**src/rtl/stp_filter_pkg.sv**
```systemverilog
package stp_filter_pkg;

  // How an accepted or rejected frame is routed through the filter
  typedef enum logic [1:0] {
    PATH_DROP     = 2'd0,
    PATH_HOST_SRC = 2'd1,
    PATH_PASS     = 2'd2,
    PATH_TRAP     = 2'd3
  } path_e;

  // Order of tests encodes priority: bad/out-of-range first, then the
  // ungated processor source, then receive gating with its override.
  function automatic path_e pick_path(input logic src_ok, input logic bad,
                                      input logic host_src, input logic rx_ok,
                                      input logic trap);
    if (!src_ok || bad) return PATH_DROP;
    if (host_src)       return PATH_HOST_SRC;
    if (rx_ok)          return PATH_PASS;
    if (trap)           return PATH_TRAP;
    return PATH_DROP;
  endfunction

  // Whether a destination bit survives transmit gating
  function automatic logic dest_kept(input logic want, input logic is_host,
                                     input logic tx_ok, input logic host_src,
                                     input logic host_direct);
    return want & (is_host | tx_ok | (host_src & host_direct));
  endfunction

endpackage

```
**src/rtl/stp_ingress_gate.sv**
```systemverilog
module stp_ingress_gate #(
  parameter int NUM_PORTS = 5,
  parameter int HOST_PORT = 4,
  parameter int SRC_W     = 3
) (
  input  logic [SRC_W-1:0]     frm_src,
  input  logic [NUM_PORTS-1:0] cfg_rx_en,
  output logic                 src_ok,
  output logic                 host_src,
  output logic                 rx_ok
);
  localparam int SPAN = 1 << SRC_W;

  logic [SPAN-1:0] rx_pad;

  assign rx_pad   = SPAN'(cfg_rx_en);
  assign src_ok   = 32'(frm_src) < NUM_PORTS;
  assign host_src = src_ok && (32'(frm_src) == HOST_PORT);
  assign rx_ok    = src_ok && rx_pad[frm_src];
endmodule

```
**src/rtl/stp_egress_gate.sv**
```systemverilog
module stp_egress_gate
  import stp_filter_pkg::*;
#(
  parameter int NUM_PORTS = 5,
  parameter int HOST_PORT = 4
) (
  input  logic [NUM_PORTS-1:0] frm_dest,
  input  logic [NUM_PORTS-1:0] cfg_tx_en,
  input  logic                 host_src,
  input  logic                 host_direct,
  output logic [NUM_PORTS-1:0] keep
);
  for (genvar p = 0; p < NUM_PORTS; p++) begin : g_port
    localparam logic IS_HOST = (p == HOST_PORT);
    assign keep[p] = dest_kept(frm_dest[p], IS_HOST, cfg_tx_en[p],
                               host_src, host_direct);
  end
endmodule

```
**src/rtl/stp_learn_gate.sv**
```systemverilog
module stp_learn_gate #(
  parameter int NUM_PORTS = 5,
  parameter int SRC_W     = 3
) (
  input  logic                 frm_valid,
  input  logic                 src_ok,
  input  logic                 frm_bad,
  input  logic [SRC_W-1:0]     frm_src,
  input  logic [NUM_PORTS-1:0] cfg_learn_off,
  output logic                 learn
);
  localparam int SPAN = 1 << SRC_W;

  logic [SPAN-1:0] off_pad;

  assign off_pad = SPAN'(cfg_learn_off);
  assign learn   = frm_valid && src_ok && !frm_bad && !off_pad[frm_src];
endmodule

```
**src/rtl/stp_port_filter.sv**
```systemverilog
module stp_port_filter
  import stp_filter_pkg::*;
#(
  parameter int NUM_PORTS = 5,
  parameter int HOST_PORT = 4,
  parameter int SRC_W     = $clog2(NUM_PORTS)
) (
  input  logic                 clk,
  input  logic                 rst_n,
  input  logic [NUM_PORTS-1:0] cfg_tx_en,
  input  logic [NUM_PORTS-1:0] cfg_rx_en,
  input  logic [NUM_PORTS-1:0] cfg_learn_off,
  input  logic                 frm_valid,
  input  logic [SRC_W-1:0]     frm_src,
  input  logic [NUM_PORTS-1:0] frm_dest,
  input  logic                 frm_trap,
  input  logic                 frm_host_direct,
  input  logic                 frm_bad,
  output logic                 fwd_valid,
  output logic [NUM_PORTS-1:0] fwd_dest,
  output logic                 fwd_learn
);
  localparam logic [NUM_PORTS-1:0] HOST_BIT = NUM_PORTS'(1) << HOST_PORT;

  // Named internal events, used by the bound checker
  logic                 src_ok;
  logic                 host_src;
  logic                 rx_ok;
  logic [NUM_PORTS-1:0] keep_mask;
  logic                 learn_now;
  logic                 trap_taken;
  path_e                path;
  logic [NUM_PORTS-1:0] dest_nxt;

  stp_ingress_gate #(
    .NUM_PORTS(NUM_PORTS), .HOST_PORT(HOST_PORT), .SRC_W(SRC_W)
  ) u_ingress (
    .frm_src  (frm_src),
    .cfg_rx_en(cfg_rx_en),
    .src_ok   (src_ok),
    .host_src (host_src),
    .rx_ok    (rx_ok)
  );

  stp_egress_gate #(
    .NUM_PORTS(NUM_PORTS), .HOST_PORT(HOST_PORT)
  ) u_egress (
    .frm_dest   (frm_dest),
    .cfg_tx_en  (cfg_tx_en),
    .host_src   (host_src),
    .host_direct(frm_host_direct),
    .keep       (keep_mask)
  );

  stp_learn_gate #(
    .NUM_PORTS(NUM_PORTS), .SRC_W(SRC_W)
  ) u_learn (
    .frm_valid    (frm_valid),
    .src_ok       (src_ok),
    .frm_bad      (frm_bad),
    .frm_src      (frm_src),
    .cfg_learn_off(cfg_learn_off),
    .learn        (learn_now)
  );

  assign path       = pick_path(src_ok, frm_bad, host_src, rx_ok, frm_trap);
  assign trap_taken = frm_valid && (path == PATH_TRAP);

  always_comb begin
    dest_nxt = '0;
    if (frm_valid) begin
      unique case (path)
        PATH_HOST_SRC, PATH_PASS: dest_nxt = keep_mask;
        PATH_TRAP:                dest_nxt = HOST_BIT;
        default:                  dest_nxt = '0;
      endcase
    end
  end

  always_ff @(posedge clk) begin
    if (!rst_n) begin
      fwd_valid <= 1'b0;
      fwd_dest  <= '0;
      fwd_learn <= 1'b0;
    end else begin
      fwd_valid <= frm_valid;
      fwd_dest  <= dest_nxt;
      fwd_learn <= learn_now;
    end
  end
endmodule

```
**config.mk**
```make
export PLATFORM = sky130hd
export DESIGN_NAME = stp_port_filter
export DESIGN_NICKNAME = d
export VERILOG_FILES = /design/src/rtl/stp_filter_pkg.sv /design/src/rtl/stp_ingress_gate.sv /design/src/rtl/stp_egress_gate.sv /design/src/rtl/stp_learn_gate.sv /design/src/rtl/stp_port_filter.sv
export SDC_FILE = /design/constraint.sdc
export NUM_CORES = 1
export LEC_CHECK = 0
export BUFFER_PORTS_ARGS = -buffer_cell sky130_fd_sc_hd__clkbuf_2
export CORE_AREA = 3 3 40 42
export CTS_BUF_LIST = sky130_fd_sc_hd__clkbuf_4 sky130_fd_sc_hd__clkbuf_8
export DETAILED_ROUTE_END_ITERATION = 8
export DIE_AREA = 0 0 43 45
export PLACE_DENSITY = 0.7
export SYNTH_ARGS = -nofsm -noshare
export SYNTH_HDL_FRONTEND = slang
export SYNTH_SLANG_ARGS = --single-unit
export TNS_END_PERCENT = 5
```
**constraint.sdc**
```tcl
create_clock -name clk -period 5.1 [get_ports clk]
set_input_delay 1.53 -clock clk [delete_from_list [all_inputs] [get_ports clk]]
set_output_delay 1.53 -clock clk [all_outputs]
set_load 0.005 [all_outputs]
```
==> metrics.cfg, run 1 <==
[final_layout]
antenna_cells = 0
area_delta_synth_final_pct = 45.27
final_cell_mix = clkbuf_2 (33), dfxtp_1 (7), mux2i_1 (4), o211a_1 (4), clkbuf_4 (4)
layout_commonest_cell = clkbuf_2
drive_gt1_share_pct = 51.28
nNetsFinal = 110
final_util_pct = 49.37

[sta]
tightestPinTransition_ns = 0.4965
max-slew-margin-rel_pct = 66.83
rsz0062_at_grt = false
final-max-slew-violation-count = 0
min_period_over_period_pct = 63.33
finalSetupViolations = 0
tns_ns = 0
finalWorstSetupSlack_ns = 1.870
clock.fmax_ghz = 0.3096
hold_viol = 0
period_minus_slack_ns = 3.230

[global_routing]
grt_pass1_wl_um = 1593
antenna_found_initial = 0
grt_max_degree = 10
grt_overflow_total = 0
grt_pass1_vias = 415
grt_usage_pct = 10.91

[pwr]
power_mw = 0.1383
ir_drop_uv = 74.43
power.leakage_nw = 0.3648
powerDensity_nw_per_um2 = 218.0

[place]
dp_hpwl_um = 839
place_congestion = 0.7246
port_buffers = 33
dp_slack_ns = 1.613

[synth]
synth_top_cell_area_share_pct = 32.09
synth_top_family_by_area = compound AO/OA/AOI/OAI gates
syn_nets = 74
avgSynthCellArea_um2 = 10.16
yosys.area_share.simple_pct = 18.62
yosys_warnings = 0
synth.area.top_cells = dfxtp_1 (32%), mux2i_1 (9.2%), o211a_1 (9.2%)
syn_inst = 43
ys_seq_area_share_pct = 32.09
syn-cell-area_um2 = 436.7
yosysTopAreaCell = dfxtp_1
synth_seq_cells = 7
muxShareOfSynthArea_pct = 14.33
ys_types = 22
synth_compound_gate_area_share_pct = 22.92
synth_fa_ha_area_share_pct = 5.731
synth_xor_area_share_pct = 0

[floorplan]
die_height_um = 45
ios = 36
initial_core_util_pct = 33.98
core_area_um2 = 1285
row_count = 13
dieArea_um2 = 1935
die_x_um = 43

[worst_setup_path]
path_max_fanout = 9
required_ns = 5.29
cp-start-kind = input port
cp-end-kind = register
critical_path_class = input port to register
critPathArrivalTime_ns = 3.42

[run]
drv_cap = 0

[route]
drt_iter0_drc = 0
drc = 0
wirelength_um = 951
ant_nets = 0
dr.pass1.iters = 1
dr_total_vias = 434
vias_per_cell = 4.667
wire_per_inst_um = 10.23

[clocking]
postCtsSetupRepairBufs = 0
path_clk_slew_ns = 0.05
ctsHtreeMaxLevel = 1
cts_num_sinks = 7
cts_tree = built
cts-root-buf = clkbuf_4
clk_path_buf_depth = 2
cts_made_buffers = 3
hold_buffers = 0
ctsResizeCount = 0

[worst_hold_path]
min_path_type = input port to register

[outcome]
outcome = finished clean

state kept, by name, indices dropped and copies added, names as in the netlist:
name       cells
fwd_valid      1
fwd_learn      1
fwd_dest       5
logic make-up (layout without fill, tap and decap cells):
logic type	after synthesis	count (layout)
AOI/OAI and AO/OA	13	13
adders and majority gates	2	2
and+or+nand+nor	11	11
muxes	5	5
DFF	7	7
buffers and inverters	5	40
metrics by stage:
stage	hold WS, ns	instances	instance area (um2)
2_1_floorplan	1.608	43	436.7
3_3_place_gp	1.752	89	604.3
3_5_place_dp	1.753	89	604.3
4_1_cts	1.489	93	634.4
5_1_grt	1.493	93	634.4
6_report	1.500	93	634.4
where the power goes:
group	total (mW)	switching, mW	internal (mW)
sequential	0.0560	0.000198	0.0558
combinational	0.0285	0.0132	0.0153
clock	0.0538	0.0188	0.0351
total	0.138	0.0322	0.106
critical path, cell delays in order:
cell and delay (ns):
clkbuf_2 0.26, mux2i_4 0.29, nand3_2 0.10, a221o_1 0.35, ha_1 0.21, nor3b_1 0.45
o211a_1 0.22
routing by layer:
layer  wire length, um  part of all wire (%)  up-vias  global-route usage (%)
met3               135                    14        2                   4.781
li1                  -                     -      231                       -
met2               438                    46       26                   17.66
met1               371                    39      175                   12.29
met4                 6                  0.63        0                   5.422
met5                 0                     0        -                       0
cells in the mapped netlist (all sizes together):
cell type	instances
buf	2
nand2	2
nor3	1
o21ai	2
inv	3
a221oi	1
nor3b	2
o211a	4
ha	2
a21oi	2
nor2	3
mux2i	5
o21a	1
nor4b	2
a221o	1
dfxtp	7
a31oi	1
a211oi	1
nand3	1
worst paths after layout:
path	start	endpoint	slack, ns	depth (start not counted)
worst max-delay path	frm_src[1]	fwd_dest[0]	1.87	7
worst min-delay path	frm_dest[2]	fwd_dest[2]	1.50	2
cell type report:
class | count | area, um2
Fill cell | 123 | 650.6
Multi-Input combinational cell | 31 | 269.0
Timing Repair Buffer | 33 | 165.2
Sequential cell | 7 | 140.1
Clock buffer | 4 | 30.03
Tap cell | 15 | 18.77
Inverter | 3 | 11.26
(Power assumes the default switching activity.)
==> run 2, diff against run 1 <==
==> constraint.sdc (replaced) <==
create_clock -name clk -period 3.1 [get_ports clk]
set_input_delay 0.93 -clock clk [delete_from_list [all_inputs] [get_ports clk]]
set_output_delay 0.93 -clock clk [all_outputs]
set_load 0.005 [all_outputs]
==> metrics.cfg, run 2 (synthesis gave the netlist of run 1 again) <==
[outcome]
outcome = finished clean

[route]
dr_total_vias = 459
drc = 0
vias_per_cell = 4.883
wirelength_um = 997
wire_per_inst_um = 10.61
dr.pass1.iters = 4
drt_iter0_drc = 5
ant_nets = 0

[clocking]
postCtsSetupRepairBufs = 0
cts_made_buffers = 3
cts-root-buf = clkbuf_4
cts_num_sinks = 7
ctsHtreeMaxLevel = 1
hold_buffers = 0
clk_path_buf_depth = 2
path_clk_slew_ns = 0.05
cts_tree = built
ctsResizeCount = 0

[floorplan]
ios = 36
dieArea_um2 = 1935
die_height_um = 45
row_count = 13
core_area_um2 = 1285
die_x_um = 43
initial_core_util_pct = 33.98

[global_routing]
grt_overflow_total = 0
antenna_found_initial = 0
grt_pass1_wl_um = 1614
grt_max_degree = 10
grt_usage_pct = 11.42
grt_pass1_vias = 424

[place]
dpl_cell_area_um2 = 611.8
port_buffers = 33
dp_slack_ns = 0.3938
place_congestion = 0.7255
placed_cells = 90

[worst_setup_path]
cp-end-kind = register
max_stage_delay_ns = 0.36
critPathLaunch = frm_src[1]
cp_top_family = compound AO/OA/AOI/OAI gates
path_max_fanout = 9
critical_path.slowest_cell = a221o_1
critPathArrivalTime_ns = 2.64
critical_path_class = input port to register
cp-start-kind = input port
path_buf_inv = 2
required_ns = 3.29
path_cells = clkbuf_2 > mux2i_4 > nand3_2 > a221o_1 > ha_1 > nor3b_1 > buf_4 > o211a_1

[worst_hold_path]
min_path_type = input port to register
hp-start = frm_dest[2]

[pwr]
power_mw = 0.2290
intPower_mw = 0.1750
combPwrFrac_pct = 20.8
p_sw_mw = 0.05404
powerDensity_nw_per_um2 = 356.8
power.leakage_nw = 0.3702
ir_drop_uv = 115.0
swShare_pct = 23.60
p_clk_share_pct = 39.0
seqPwrFrac_pct = 40.2

[final_layout]
fin_cells = 94
fin_area_um2 = 641.9
final_cell_mix = clkbuf_2 (33), dfxtp_1 (7), mux2i_1 (4), o211a_1 (4), clkbuf_4 (4)
area_delta_synth_final_pct = 46.99
layout_commonest_cell = clkbuf_2
top_register = fwd_dest
antenna_cells = 0
fill_cells = 126
reg.largest.list = fwd_dest: 5 flops, fwd_learn: 1 flops, fwd_valid: 1 flops
largest_reg_flops = 5
drive_gt1_share_pct = 51.90
nNetsFinal = 111

[sta]
finalSetupViolations = 0
max-slew-margin-rel_pct = 79.78
clock.fmax_ghz = 0.4083
period_minus_slack_ns = 2.449
tightestPinTransition_ns = 0.3020
final-max-slew-violation-count = 0
hold_viol = 0
tns_ns = 0
finalWorstSetupSlack_ns = 0.6507
min_period_over_period_pct = 79.01
rsz0062_at_grt = false

[run]
drv_cap = 0

-- run 2: cell types whose count changed in the layout (fill, tap and decap cells not counted), sizes merged --
cell / delta
buf: +1
-- run 2: metrics by stage --
stage               util (%)  hold WS [ns]
detailed placement     47.61         1.155
global placement       47.61         1.152
CTS                    49.95        0.8895
floorplan                  -         1.008
finish                 49.95        0.8984
global route           49.95        0.8893
-- run 2: power groups by stage --
| stage | sequential (mW) | combinational (mW) | clock (mW) |
|---|---|---|---|
| floorplan | 0.0942 | 0.0257 | 0 |
| global placement | 0.0939 | 0.0469 | 0 |
| detailed placement | 0.0940 | 0.0479 | 0 |
| CTS | 0.0921 | 0.0482 | 0.0952 |
| global route | 0.0920 | 0.0528 | 0.101 |
| finish | 0.0922 | 0.0475 | 0.0893 |
-- run 2: final timing paths --
check | to | slack (ns) | cells after the start
worst min-delay path | fwd_dest[2] | 0.90 | 2
worst max-delay path | fwd_dest[0] | 0.65 | 8
-- run 2: metal layers --
metal,part of all wire (%),up-vias,track usage (%)
met3,15,0,6.375
met5,0,-,0
met1,38,193,11.35
met4,0,0,5.422
met2,47,32,19.46
li1,-,234,-
-- run 2: area by class of cell --
cell class	count	area, um2	area share (%)
clock buffer	4	30.03	4.678
tap	15	18.77	2.924
timing repair buffer	34	172.7	26.90
inverter	3	11.26	1.754
multi-input combinational	31	269.0	41.91
sequential	7	140.1	21.83
==> run 3, diff against run 2 <==
--- a/config.mk
+++ b/config.mk
@@ -10,7 +10,7 @@
 export CTS_BUF_LIST = sky130_fd_sc_hd__clkbuf_4 sky130_fd_sc_hd__clkbuf_8
 export DETAILED_ROUTE_END_ITERATION = 8
 export DIE_AREA = 0 0 43 45
-export PLACE_DENSITY = 0.7
+export PLACE_DENSITY = 0.72
 export SYNTH_ARGS = -nofsm -noshare
 export SYNTH_HDL_FRONTEND = slang
 export SYNTH_SLANG_ARGS = --single-unit
==> constraint.sdc (replaced) <==
create_clock -name clk -period 2.07 [get_ports clk]
set_input_delay 0.621 -clock clk [delete_from_list [all_inputs] [get_ports clk]]
set_output_delay 0.621 -clock clk [all_outputs]
set_load 0.005 [all_outputs]
==> metrics.cfg, run 3 (synthesis gave the netlist of run 1 again) <==
[worst_setup_path]
critPathArrivalTime_ns = 2.11
cp-end-kind = register
path_max_fanout = 5
critical_path_class = input port to register
cp-start-kind = input port
required_ns = 2.26

[pwr]
swShare_pct = 24.71
powerDensity_nw_per_um2 = 526.5
p_clk_share_pct = 38.9
ir_drop_uv = 202.5
p_sw_mw = 0.08824
power.leakage_nw = 0.3996
combPwrFrac_pct = 22.5
intPower_mw = 0.2688
seqPwrFrac_pct = 38.6

[sta]
rsz0062_at_grt = false
tightestPinTransition_ns = 0.3135
max-slew-margin-rel_pct = 79.01
finalSetupViolations = 0
finalWorstSetupSlack_ns = 0.1511
min_period_over_period_pct = 92.70
final-max-slew-violation-count = 0
hold_viol = 0
tns_ns = 0
period_minus_slack_ns = 1.919
clock.fmax_ghz = 0.5211

[place]
dp_slack_ns = -0.1350
placed_cells = 93
port_buffers = 33
place_congestion = 0.7843
dp_hpwl_um = 918.8

[floorplan]
die_x_um = 43
die_height_um = 45
dieArea_um2 = 1935
ios = 36
row_count = 13
initial_core_util_pct = 33.98
core_area_um2 = 1285

[worst_hold_path]
hold-path-endpoint = fwd_learn
worstHoldPathCells = 2
hp-start = frm_bad
min_path_type = input port to register

[final_layout]
top_register = fwd_dest
fill_cells = 123
drive_gt1_share_pct = 56.10
final_util_pct = 52.78
layout_commonest_cell = clkbuf_2
nNetsFinal = 114
largest_reg_flops = 5
reg.largest.list = fwd_dest: 5 flops, fwd_learn: 1 flops, fwd_valid: 1 flops
area_delta_synth_final_pct = 55.30
final_cell_mix = clkbuf_2 (33), dfxtp_1 (7)
antenna_cells = 0
fin_cells = 97

[clocking]
cts-root-buf = clkbuf_4
cts_num_sinks = 7
cts_tree = built
cts_made_buffers = 3
path_clk_slew_ns = 0.06
clk_path_buf_depth = 2
ctsHtreeMaxLevel = 1

[route]
ant_nets = 0
drc = 0
wire_per_inst_um = 10.93
dr.pass1.iters = 7
vias_per_cell = 4.804
wirelength_um = 1060
drt_iter0_drc = 8
dr_total_vias = 466

[global_routing]
grt_pass1_wl_um = 1731
grt_usage_pct = 11.92
grt_overflow_total = 0
grt_pass1_vias = 459
grt_max_degree = 9
antenna_found_initial = 0

[run]
drv_cap = 0

[outcome]
outcome = finished clean

run 3: changes by cell type in the layout (fill, tap and decap cells not counted):
cell / before / now
buf_4: 1 / 4
ha_1: 2 / 1
ha_2: 0 / 1
nor3b_1: 2 / 1
nor3b_4: 0 / 1
run 3: how the worst max path moves through the flow:
stage	from	endpoint	slack, ns
6_report	frm_src[1]	fwd_dest[0]	0.15
5_1_grt	frm_src[1]	fwd_dest[0]	0.05
4_1_cts	frm_src[1]	fwd_dest[0]	0.10
3_5_place_dp	frm_src[1]	fwd_dest[0]	-0.13
3_3_place_gp	frm_src[1]	fwd_dest[2]	-0.12
2_1_floorplan	frm_src[1]	fwd_dest[0]	0.02
run 3: final cells by class:
cell class	instances	area (um2)	area share (%)
Clock buffer	4	30.03	4.428
Inverter	3	11.26	1.661
Multi-Input combinational cell	31	282.8	41.70
Sequential cell	7	140.1	20.66
Tap cell	15	18.77	2.768
Timing Repair Buffer	37	195.2	28.78
run 3: repair_timing:
action / 4_1_cts / 5_1_grt
endpoints found under the setup margin: 0 / 1
hold buffers: 0 / 0
buffers inserted: 0 / 0
resized for setup: 0 / 1
run 3: worst max-delay path, cell delays in order:
cell and delay [ns]:
clkbuf_2 0.16, mux2i_4 0.25, nand3_2 0.09, a221o_1 0.35
ha_2 0.21, nor3b_4 0.23, o211a_1 0.19
run 3: metrics by stage:
stage	hold slack (ns)	power [mW]	area (um2)
3_3_place_gp	0.8468	0.2172	641.9
4_1_cts	0.5657	0.3600	671.9
6_report	0.5782	0.3570	678.2
3_5_place_dp	0.8415	0.2185	641.9
2_1_floorplan	0.6995	0.1807	444.2
5_1_grt	0.5783	0.3807	678.2
run 3: power groups by stage:
stage / sequential, mW / clock (mW) / combinational (mW)
CTS: 0.138 / 0.144 / 0.0784
global placement: 0.141 / 0 / 0.0765
floorplan: 0.141 / 0 / 0.0396
finish: 0.138 / 0.139 / 0.0804
detailed placement: 0.141 / 0 / 0.0776
global route: 0.138 / 0.153 / 0.0901
run 3: metal layers:
metal	GRT usage (%)	routed length [um]	vias to the layer above	part of all wire [%]
li1	-	-	242	-
met1	13.53	428	204	40
met2	20.66	538	18	51
met3	3.586	82	2	7.7
met4	5.422	10	0	0.94
met5	0	0	-	0
